**src/rtl/rcg_pkg.sv**
```systemverilog
package rcg_pkg;

  typedef enum logic [1:0] {
    SEQ_IDLE = 2'd0,
    SEQ_RUN  = 2'd1,
    SEQ_DONE = 2'd2
  } seq_state_e;

  typedef enum logic {
    GK_CINV = 1'b0,
    GK_SWAP = 1'b1
  } gate_kind_e;

endpackage

```
**src/rtl/rcg_gate_store.sv**
```systemverilog
module rcg_gate_store #(
  parameter int WIRES = 4,
  parameter int DEPTH = 16,
  localparam int IW = $clog2(WIRES),
  localparam int AW = $clog2(DEPTH),
  localparam int LW = $clog2(DEPTH + 1)
) (
  input  logic                  clk,
  input  logic                  rst_n,
  input  logic                  wr_open,
  input  logic                  g_we,
  input  logic [AW-1:0]         g_addr,
  input  rcg_pkg::gate_kind_e   g_kind,
  input  logic [WIRES-1:0]      g_ctrl,
  input  logic [WIRES-1:0]      g_tgt,
  input  logic [IW-1:0]         g_wa,
  input  logic [IW-1:0]         g_wb,
  input  logic                  l_we,
  input  logic [LW-1:0]         l_val,
  input  logic [AW-1:0]         rd_idx,
  output rcg_pkg::gate_kind_e   rd_kind,
  output logic [WIRES-1:0]      rd_ctrl,
  output logic [WIRES-1:0]      rd_tgt,
  output logic [IW-1:0]         rd_wa,
  output logic [IW-1:0]         rd_wb,
  output logic [LW-1:0]         len_o,
  output logic                  err_o
);
  import rcg_pkg::*;

  gate_kind_e        kind_q [DEPTH];
  logic [WIRES-1:0]  ctrl_q [DEPTH];
  logic [WIRES-1:0]  tgt_q  [DEPTH];
  logic [IW-1:0]     wa_q   [DEPTH];
  logic [IW-1:0]     wb_q   [DEPTH];
  logic [LW-1:0]     len_q;
  logic              err_q;

  logic gate_bad;
  logic len_bad;
  logic gate_take;
  logic len_take;

  always_comb begin
    if (g_kind == GK_SWAP) begin
      gate_bad = (g_wa == g_wb);
    end else begin
      gate_bad = |(g_ctrl & g_tgt);
    end
    len_bad   = (l_val > LW'(DEPTH));
    gate_take = wr_open && g_we && !gate_bad;
    len_take  = wr_open && l_we && !len_bad;
  end

  always_ff @(posedge clk or negedge rst_n) begin
    if (!rst_n) begin
      for (int i = 0; i < DEPTH; i++) begin
        kind_q[i] <= GK_CINV;
        ctrl_q[i] <= '0;
        tgt_q[i]  <= '0;
        wa_q[i]   <= '0;
        wb_q[i]   <= '0;
      end
    end else if (gate_take) begin
      kind_q[g_addr] <= g_kind;
      ctrl_q[g_addr] <= g_ctrl;
      tgt_q[g_addr]  <= g_tgt;
      wa_q[g_addr]   <= g_wa;
      wb_q[g_addr]   <= g_wb;
    end
  end

  always_ff @(posedge clk or negedge rst_n) begin
    if (!rst_n) begin
      len_q <= '0;
      err_q <= 1'b0;
    end else begin
      if (len_take) begin
        len_q <= l_val;
      end
      if (wr_open && ((g_we && gate_bad) || (l_we && len_bad))) begin
        err_q <= 1'b1;
      end
    end
  end

  assign rd_kind = kind_q[rd_idx];
  assign rd_ctrl = ctrl_q[rd_idx];
  assign rd_tgt  = tgt_q[rd_idx];
  assign rd_wa   = wa_q[rd_idx];
  assign rd_wb   = wb_q[rd_idx];
  assign len_o   = len_q;
  assign err_o   = err_q;

endmodule

```
**src/rtl/rcg_gate_apply.sv**
```systemverilog
module rcg_gate_apply #(
  parameter int WIRES = 4,
  localparam int IW = $clog2(WIRES)
) (
  input  logic [WIRES-1:0]    vec_i,
  input  rcg_pkg::gate_kind_e kind,
  input  logic [WIRES-1:0]    ctrl,
  input  logic [WIRES-1:0]    tgt,
  input  logic [IW-1:0]       wa,
  input  logic [IW-1:0]       wb,
  output logic [WIRES-1:0]    vec_o
);
  import rcg_pkg::*;

  logic             fire;
  logic [WIRES-1:0] cinv_v;
  logic [WIRES-1:0] swap_v;

  assign fire = ((vec_i & ctrl) == ctrl);

  for (genvar w = 0; w < WIRES; w++) begin : g_wire
    assign cinv_v[w] = vec_i[w] ^ (tgt[w] & fire);
    assign swap_v[w] = (wa == IW'(w)) ? vec_i[wb] :
                       (wb == IW'(w)) ? vec_i[wa] : vec_i[w];
  end

  assign vec_o = (kind == GK_SWAP) ? swap_v : cinv_v;

endmodule

```
**src/rtl/rcg_sequencer.sv**
```systemverilog
module rcg_sequencer #(
  parameter int WIRES = 4,
  parameter int DEPTH = 16,
  localparam int AW = $clog2(DEPTH),
  localparam int LW = $clog2(DEPTH + 1)
) (
  input  logic             clk,
  input  logic             rst_n,
  input  logic             in_valid,
  input  logic             in_rev,
  input  logic [WIRES-1:0] in_vec,
  output logic             in_ready,
  output logic             out_valid,
  input  logic             out_ready,
  output logic [WIRES-1:0] out_vec,
  input  logic [LW-1:0]    len_i,
  output logic [AW-1:0]    rd_idx,
  output logic [WIRES-1:0] cur_vec,
  input  logic [WIRES-1:0] nxt_vec
);
  import rcg_pkg::*;

  seq_state_e       st_q;
  logic [WIRES-1:0] vec_q;
  logic [AW-1:0]    idx_q;
  logic [LW-1:0]    left_q;
  logic             rev_q;

  always_ff @(posedge clk or negedge rst_n) begin
    if (!rst_n) begin
      st_q   <= SEQ_IDLE;
      vec_q  <= '0;
      idx_q  <= '0;
      left_q <= '0;
      rev_q  <= 1'b0;
    end else begin
      unique case (st_q)
        SEQ_IDLE: begin
          if (in_valid) begin
            vec_q  <= in_vec;
            rev_q  <= in_rev;
            left_q <= len_i;
            idx_q  <= in_rev ? AW'(len_i - LW'(1)) : '0;
            st_q   <= (len_i == '0) ? SEQ_DONE : SEQ_RUN;
          end
        end
        SEQ_RUN: begin
          vec_q  <= nxt_vec;
          left_q <= left_q - LW'(1);
          idx_q  <= rev_q ? idx_q - AW'(1) : idx_q + AW'(1);
          if (left_q == LW'(1)) begin
            st_q <= SEQ_DONE;
          end
        end
        SEQ_DONE: begin
          if (out_ready) begin
            st_q <= SEQ_IDLE;
          end
        end
        default: st_q <= SEQ_IDLE;
      endcase
    end
  end

  assign in_ready  = (st_q == SEQ_IDLE);
  assign out_valid = (st_q == SEQ_DONE);
  assign out_vec   = vec_q;
  assign rd_idx    = idx_q;
  assign cur_vec   = vec_q;

endmodule

```
**src/rtl/rev_cascade.sv**
```systemverilog
module rev_cascade #(
  parameter int WIRES = 4,
  parameter int DEPTH = 16,
  localparam int IW = $clog2(WIRES),
  localparam int AW = $clog2(DEPTH),
  localparam int LW = $clog2(DEPTH + 1)
) (
  input  logic             clk,
  input  logic             rst_n,
  input  logic             prog_we,
  input  logic [AW-1:0]    prog_addr,
  input  logic             prog_is_swap,
  input  logic [WIRES-1:0] prog_ctrl,
  input  logic [WIRES-1:0] prog_tgt,
  input  logic [IW-1:0]    prog_wa,
  input  logic [IW-1:0]    prog_wb,
  input  logic             len_we,
  input  logic [LW-1:0]    len_val,
  output logic             prog_err,
  input  logic             in_valid,
  output logic             in_ready,
  input  logic [WIRES-1:0] in_vec,
  input  logic             in_rev,
  output logic             out_valid,
  input  logic             out_ready,
  output logic [WIRES-1:0] out_vec
);
  import rcg_pkg::*;

  gate_kind_e       wr_kind;
  gate_kind_e       rd_kind;
  logic [WIRES-1:0] rd_ctrl;
  logic [WIRES-1:0] rd_tgt;
  logic [IW-1:0]    rd_wa;
  logic [IW-1:0]    rd_wb;
  logic [AW-1:0]    rd_idx;
  logic [LW-1:0]    len_q;
  logic [WIRES-1:0] cur_vec;
  logic [WIRES-1:0] nxt_vec;
  logic             idle;

  assign wr_kind  = prog_is_swap ? GK_SWAP : GK_CINV;
  assign in_ready = idle;

  rcg_gate_store #(.WIRES(WIRES), .DEPTH(DEPTH)) u_store (
    .clk     (clk),
    .rst_n   (rst_n),
    .wr_open (idle),
    .g_we    (prog_we),
    .g_addr  (prog_addr),
    .g_kind  (wr_kind),
    .g_ctrl  (prog_ctrl),
    .g_tgt   (prog_tgt),
    .g_wa    (prog_wa),
    .g_wb    (prog_wb),
    .l_we    (len_we),
    .l_val   (len_val),
    .rd_idx  (rd_idx),
    .rd_kind (rd_kind),
    .rd_ctrl (rd_ctrl),
    .rd_tgt  (rd_tgt),
    .rd_wa   (rd_wa),
    .rd_wb   (rd_wb),
    .len_o   (len_q),
    .err_o   (prog_err)
  );

  rcg_gate_apply #(.WIRES(WIRES)) u_apply (
    .vec_i (cur_vec),
    .kind  (rd_kind),
    .ctrl  (rd_ctrl),
    .tgt   (rd_tgt),
    .wa    (rd_wa),
    .wb    (rd_wb),
    .vec_o (nxt_vec)
  );

  rcg_sequencer #(.WIRES(WIRES), .DEPTH(DEPTH)) u_seq (
    .clk       (clk),
    .rst_n     (rst_n),
    .in_valid  (in_valid),
    .in_rev    (in_rev),
    .in_vec    (in_vec),
    .in_ready  (idle),
    .out_valid (out_valid),
    .out_ready (out_ready),
    .out_vec   (out_vec),
    .len_i     (len_q),
    .rd_idx    (rd_idx),
    .cur_vec   (cur_vec),
    .nxt_vec   (nxt_vec)
  );

endmodule

```
**config.mk**
```make
export PLATFORM = sky130hd
export DESIGN_NAME = rev_cascade
export DESIGN_NICKNAME = d
export VERILOG_FILES = /design/src/rtl/rcg_pkg.sv /design/src/rtl/rcg_gate_store.sv /design/src/rtl/rcg_gate_apply.sv /design/src/rtl/rcg_sequencer.sv /design/src/rtl/rev_cascade.sv
export SDC_FILE = /design/constraint.sdc
export NUM_CORES = 1
export LEC_CHECK = 0
export ABC_AREA = 1
export BUFFER_PORTS_ARGS = -buffer_cell sky130_fd_sc_hd__buf_2
export CAP_MARGIN = 40
export CORE_ASPECT_RATIO = 1.2
export CORE_MARGIN = 4
export CORE_UTILIZATION = 64
export CTS_BUF_LIST = sky130_fd_sc_hd__clkbuf_4
export DETAILED_ROUTE_END_ITERATION = 10
export PLACE_DENSITY = 0.93
export SLEW_MARGIN = 20
export SYNTH_ARGS = -nofsm -noshare
export SYNTH_HDL_FRONTEND = slang
export SYNTH_SLANG_ARGS = --single-unit
```
**constraint.sdc**
```tcl
create_clock -name clk -period 2.4 [get_ports clk]
set_clock_uncertainty 0.05 [all_clocks]
set_input_delay 0.12 -clock clk [delete_from_list [all_inputs] [get_ports clk]]
set_output_delay 0.12 -clock clk [all_outputs]
set_load 0.02 [all_outputs]
```
; After elaboration in Yosys (flattened, before gate mapping)
; Cells that the tools add are included.
[totals]
regBits = 230
in_bits = 33
out_inout_bits = 7
[classes]
addsub = 4
order_cmp = 6
n_eq_ne = 18
muxes = 54
n_bitwise = 12
n_reduce_logical = 24
[op_table]
columns = op, n
row1 = bitwise mux 64 bit, 2
row2 = bitwise mux 32 bit, 2
row3 = two-way mux 4 bit, 10
row4 = binary-select mux 4 bit (select 4 bit), 2
row5 = two-way mux 2 bit, 9
row6 = binary-select mux 2 bit (select 4 bit), 2
row7 = bitwise mux 16 bit, 1
row8 = demux 4 bit (select 4 bit), 1
row9 = inequality test 4 bit (second input constant), 4
row10 = one-hot mux 4 bit (2 select lines), 2
row11 = two-way mux 1 bit, 15
row12 = AND reduction 3 bit, 5
row13 = == test 2 bit (second input constant), 5
row14 = greater-or-equal comparator 5 bit (second input constant), 2
row15 = NOT 4 -> 5 bit, 2
row16 = one-hot mux 5 bit (2 select lines), 1
row17 = AND 4 bit, 2
row18 = demux 2 bit (select 4 bit), 1
row19 = logical AND 1 bit, 8
row20 = subtractor 4 x 1 -> 4 bit (second input constant), 2
row21 = == test 2 x 1 -> 1 bit (second input constant), 3
row22 = logical NOT 2 bit, 3
row23 = less-than comparator 2 x 3 -> 1 bit (second input constant), 2
row24 = one-hot mux 2 bit (3 select lines), 1
row25 = 21 further kinds, 31

; Longest topological paths before layout
[depth]
ltp_word = 10
mapped_depth = 18
mapped_depth_nobuf = 16

; Modules after synthesis
; Synthesis repeated with hierarchy kept, for this count alone.
[unflattened]
hier_cells = 1707
area_unflattened_um2 = 12929.9
[modules_own_cells]
columns = mod, instances, cells_each, area_per_inst_um2
row1 = rcg_gate_store, 1, 1478, 11469.8
row2 = rcg_sequencer, 1, 139, 1088.5
row3 = rcg_gate_apply, 1, 90, 371.6

; Worst setup path after synthesis
; No wires, ideal clock.
[synth_timing]
path_type = register to register
start = reg u_seq.st_q[0]
end = reg u_store.ctrl_q[23] (netlist bit)
setup_time_ps = 133
arrival_ps = 1708
setup_slack_ps = 509
stages_incl_launch_ff = 10
synth_period_minus_slack_ps = 1891
path_cell_list = dfrtp_1 > nor2_2 > inv_1 > nor2_1 > nand2_1 > nor3_4 > nand2_1 > clkbuf_1 > nand2_1 > o21ai_0
[synth_via]
elab_chain_len = 3
[synth_rtl]
columns = element, line
row1 = "start, declared", rcg_sequencer.sv:23  ; seq_state_e st_q;
row2 = "start signal, assigned", rcg_sequencer.sv:44  ; st_q <= (len_i == '0) ? SEQ_DONE : SEQ_RUN;
row3 = logical NOT 2 bit, rcg_sequencer.sv:65  ; assign in_ready = (st_q == SEQ_IDLE);
row4 = net in_ready, rev_cascade.sv:21  ; output logic in_ready,
row5 = logical AND 1 bit (2 in a row), rcg_gate_store.sv:51  ; gate_take = wr_open && g_we && !gate_bad;
row6 = "end signal, assigned by index", rcg_gate_store.sv:66  ; ctrl_q[g_addr] <= g_ctrl;
row7 = "end, declared", rcg_gate_store.sv:32  ; logic [WIRES-1:0] ctrl_q [DEPTH];
; The timed path passes the listed nets, and every way through them passes these cells.
; A chain may end at the register's enable or synchronous reset.

; Worst setup path after layout
[layout_timing]
start = in len_val[0]
end = reg u_store.len_q[3], in the netlist u_store.len_o[3]
[layout_via]
elab_chain_len = 3
[layout_rtl]
columns = element, line
row1 = "start, declared", rev_cascade.sv:18  ; input logic [LW-1:0] len_val,
row2 = > comparator 5 bit, rcg_gate_store.sv:50  ; len_bad = (l_val > LW'(DEPTH));
row3 = logical NOT 1 bit, rcg_gate_store.sv:52  ; len_take = wr_open && l_we && !len_bad;
row4 = logical AND 1 bit, rcg_gate_store.sv:52
row5 = "end signal, assigned", rcg_gate_store.sv:79  ; len_q <= l_val;
row6 = "end, declared", rcg_gate_store.sv:36  ; logic [LW-1:0] len_q;
; No other way between the ends.

==> flow_summary.yaml <==
die:
  design.core.area_um2: 17000
  io_pins: 40
  die_height_um: 153
  core.rowCount: 52
  floorplan.initialDensity_pct: 66.1
  fp.dieW_um: 129
  die_area_um2: 19800
run_status:
  result_of_the_run: "finished, final reports clean"
job:
  maxCapViolCount: 0
logic_synthesis:
  syn-mean-instance-area_um2: 7.77
  synth_enable_flop_cells: 0
  yosys_most_used_dff: "sky130_fd_sc_hd__dfrtp_1"
  synth_simple_gate_area_share_pct: 25.6
  post_synthesis_compound_gate_area_fraction_pct: 14.9
  synth.area.top_cells: "sky130_fd_sc_hd__dfrtp_1, sky130_fd_sc_hd__nand2_1, sky130_fd_sc_hd__o21ai_0"
  synth_nets: 1489
  number_of_cells_produced_by_synthesis: 1450
  synth_most_common_cell: "sky130_fd_sc_hd__nand2_1"
  post_synth_most_frequent_cells: "sky130_fd_sc_hd__nand2_1, sky130_fd_sc_hd__o21ai_0, sky130_fd_sc_hd__dfrtp_1"
  synth_largest_type_area_fraction_pct: 51.1
  synth.distinct_cells: 38
  synth_top_cell_by_area: "sky130_fd_sc_hd__dfrtp_1"
  synth-warning-count: 0
  synthMuxAreaShare_pct: 0
  synth_top_family_by_area: "simple AND/OR/NAND/NOR gates"
  synth_async_sr_flop_share_pct: 100
  adder_and_majority_gate_portion_of_the_synthesized_area_pct: 0.733
  synth.ff_latch_count: 230
  post_synth_instance_area_um2: 11300
  xor_and_xnor_fraction_of_the_mapped_netlist_area_pct: 0.467
  ys_seq_area_share_pct: 51.1
pwr:
  p_leak_nw: 6.34
  power_mw: 15.8
  p_per_area_nw_per_um2: 1230
  ir_drop_uv: 761
min_path:
  timing.hold.worst.start: "prog_addr[2]"
  hp_class: "in2reg"
route:
  drt_iter0_markers: 1323
  routed_via_density: 6.19
  post-route-drc-count: 0
  route.detailed.wl_per_inst_um: 18.8
  routed_wl_mm: 33.7
  antenna_left: 0
  length_of_the_first_detailed_routing_pass_in_iterations: 8
  num_vias: 11100
grt:
  maximum_number_of_pins_on_one_net_before_global_route_repair: 72
  grt_pass1_wl_mm: 52.9
  globalRouteMet1Util_pct: 42.8
  grt_pass1_vias: 10700
  overflow: 0
  antenna_found_initial: 1
  grt_most_used_layer: "met2"
  track_usage_pct: 33.2
  gr-usage-met3_pct: 6.91
  groute.layer.met2.usage_pct: 52.7
timing:
  period_share_pct: 96.8
  slew_violations: 0
  timing.max_slew.rel_slack_pct: 53.0
  report.final.hold_viol_count: 0
  setup_violations: 0
  achievable-frequency_ghz: 0.431
  timing.final.crit_period_ns: 2.32
  worst-slew-pin-transition_ns: 0.695
clocking:
  cts_buffers: 54
  clock-sinks: 230
  clock_latency_of_the_later_clocked_register_in_the_worst_skew_pair_ns: 0.70
  cts_tree: "yes"
  cts_max_path_buffers: 3
  clkSlewWorstSetupHoldPaths_ns: 0.07
  cts_max_level: 2
  clock-root-buffer: "sky130_fd_sc_hd__clkbuf_4"
setup_path:
  worst_ep_arrival_time_ns: 2.85
  timing.setup.critical_path_class: "in2reg"
  end_kind: "flip-flop"
  crit_path_start_kind: "input pin"
  crit_path_max_fanout: 10
  r2r-start: "u_seq.rd_idx[0]"
  worst_setup_path_startpoint: "len_val[0]"
  critPathRequiredTime_ns: 2.92
cells_and_area:
  fin_cells: 1791
  layout-drive-gt1-share_pct: 12.9
  layout_stage_area_growth_over_the_synthesis_result_pct: 14.6
  filler_cell_count: 1128
  design.final.nets: 1591
place:
  placement.io_buffers: 39
  dp_hpwl_mm: 19.7
  place.gp.congestion: 0.943
  placedCellCount: 1666
per-stage QoR:
step           TNS (ns)  utilization (%)  hold WS [ns]  setup WS [ns]  cell area (um^2)
2_1_floorplan         0                -        -0.226          0.509             11300
3_3_place_gp          0             69.4        0.0729          0.160             11800
3_5_place_dp          0             69.4        0.0728          0.112             11800
4_1_cts               0             74.9       0.00651         0.0847             12800
5_1_grt         -0.0122             75.7        0.0532        -0.0112             12900
6_report              0             75.7        0.0481         0.0776             12900
worst max-delay path, stage by stage:
cell	delay (ns)
sky130_fd_sc_hd__dlygate4sd3_1	0.54
sky130_fd_sc_hd__buf_2	0.14
sky130_fd_sc_hd__o41ai_1	0.67
sky130_fd_sc_hd__nand3_1	0.48
sky130_fd_sc_hd__nor2_1	0.24
sky130_fd_sc_hd__dlygate4sd3_1	0.60
sky130_fd_sc_hd__a21oi_1	0.05
where the power goes:
| group | leakage [nW] | internal (mW) | switching (mW) |
|---|---|---|---|
| registers | 3.04 | 5.12 | 0.874 |
| clock network | 0.335 | 1.31 | 1.50 |
| logic | 2.96 | 2.53 | 4.50 |
cell usage in the layout (no fill, tap or decap), drive strengths merged:
| cell | n |
|---|---|
| nand2 | 480 |
| o21ai | 259 |
| dfrtp | 230 |
| nand3 | 129 |
| inv | 102 |
| buf | 94 |
| nor2 | 83 |
| clkbuf | 71 |
| dlygate4sd3 | 38 |
| a21oi | 22 |
| o211ai | 11 |
| clkinv | 9 |
| a22oi | 8 |
| nand4 | 6 |
| o22ai | 5 |
| o221ai | 5 |
| ha | 5 |
| xor2 | 3 |
| xnor2 | 3 |
| a31oi | 2 |
| nor3 | 2 |
| diode | 1 |
| a221oi | 1 |
| o41ai | 1 |
| o31ai | 1 |
| a21o | 1 |
| a21boi | 1 |
| fa | 1 |
| clkinvlp | 1 |
cell families after synthesis:
group,Yosys count
simple gates,700
compound gates,317
flops,230
buf+inv,191
xor+xnor,6
fa+ha+maj,6
timing repair:
item	4_1_cts	5_1_grt
resized for setup	0	18
hold buffers	38	0
setup buffers	0	6
endpoints found under the setup margin	0	4
hold endpoints to repair	396	0
registers in the layout (all words and copies together) (netlist names):
register / flops
u_store.wa_q: 32
u_store.len_o: 5
u_store.ctrl_q: 64
u_store.wb_q: 32
u_store.err_o: 1
u_seq.left_q: 5
u_seq.cur_vec: 4
u_store.kind_q: 16
u_seq.st_q: 2
u_seq.rev_q: 1
u_store.tgt_q: 64
u_seq.rd_idx: 4
layer usage:
layer,vias to the layer above,part of all wire (%)
met5,-,0
met4,0,5.3
met3,170,10
met2,781,48
met1,5186,37
li1,4952,-
area by class of cell:
cell class              instances  area (um^2)  share of cell area [%]
flip-flops and latches        230         5760                    44.6
multi-input cells            1029         4730                    36.6
repair buffers                134         1180                    9.18
clock buffers                  69          518                    4.01
inverters                     102          395                    3.06
well taps                     216          270                    2.09
clock inverters                 9         38.8                   0.300
repair inverters                1         8.76                  0.0678
diodes                          1         2.50                  0.0194
worst paths after layout:
check / endpoint / slack [ns] / depth (start not counted)
hold reg to reg: u_store.err_o / 0.42 / 1
setup reg to reg: u_seq.cur_vec[1] / 0.12 / 14
min in group asynchronous: u_store.ctrl_q[14] / 0.46 / 3
hold / removal: u_store.wa_q[15] / 0.05 / 5
setup / recovery: u_store.len_o[3] / 0.08 / 7
max in group asynchronous: u_store.tgt_q[56] / 0.98 / 4
(Power assumes the default switching activity.)
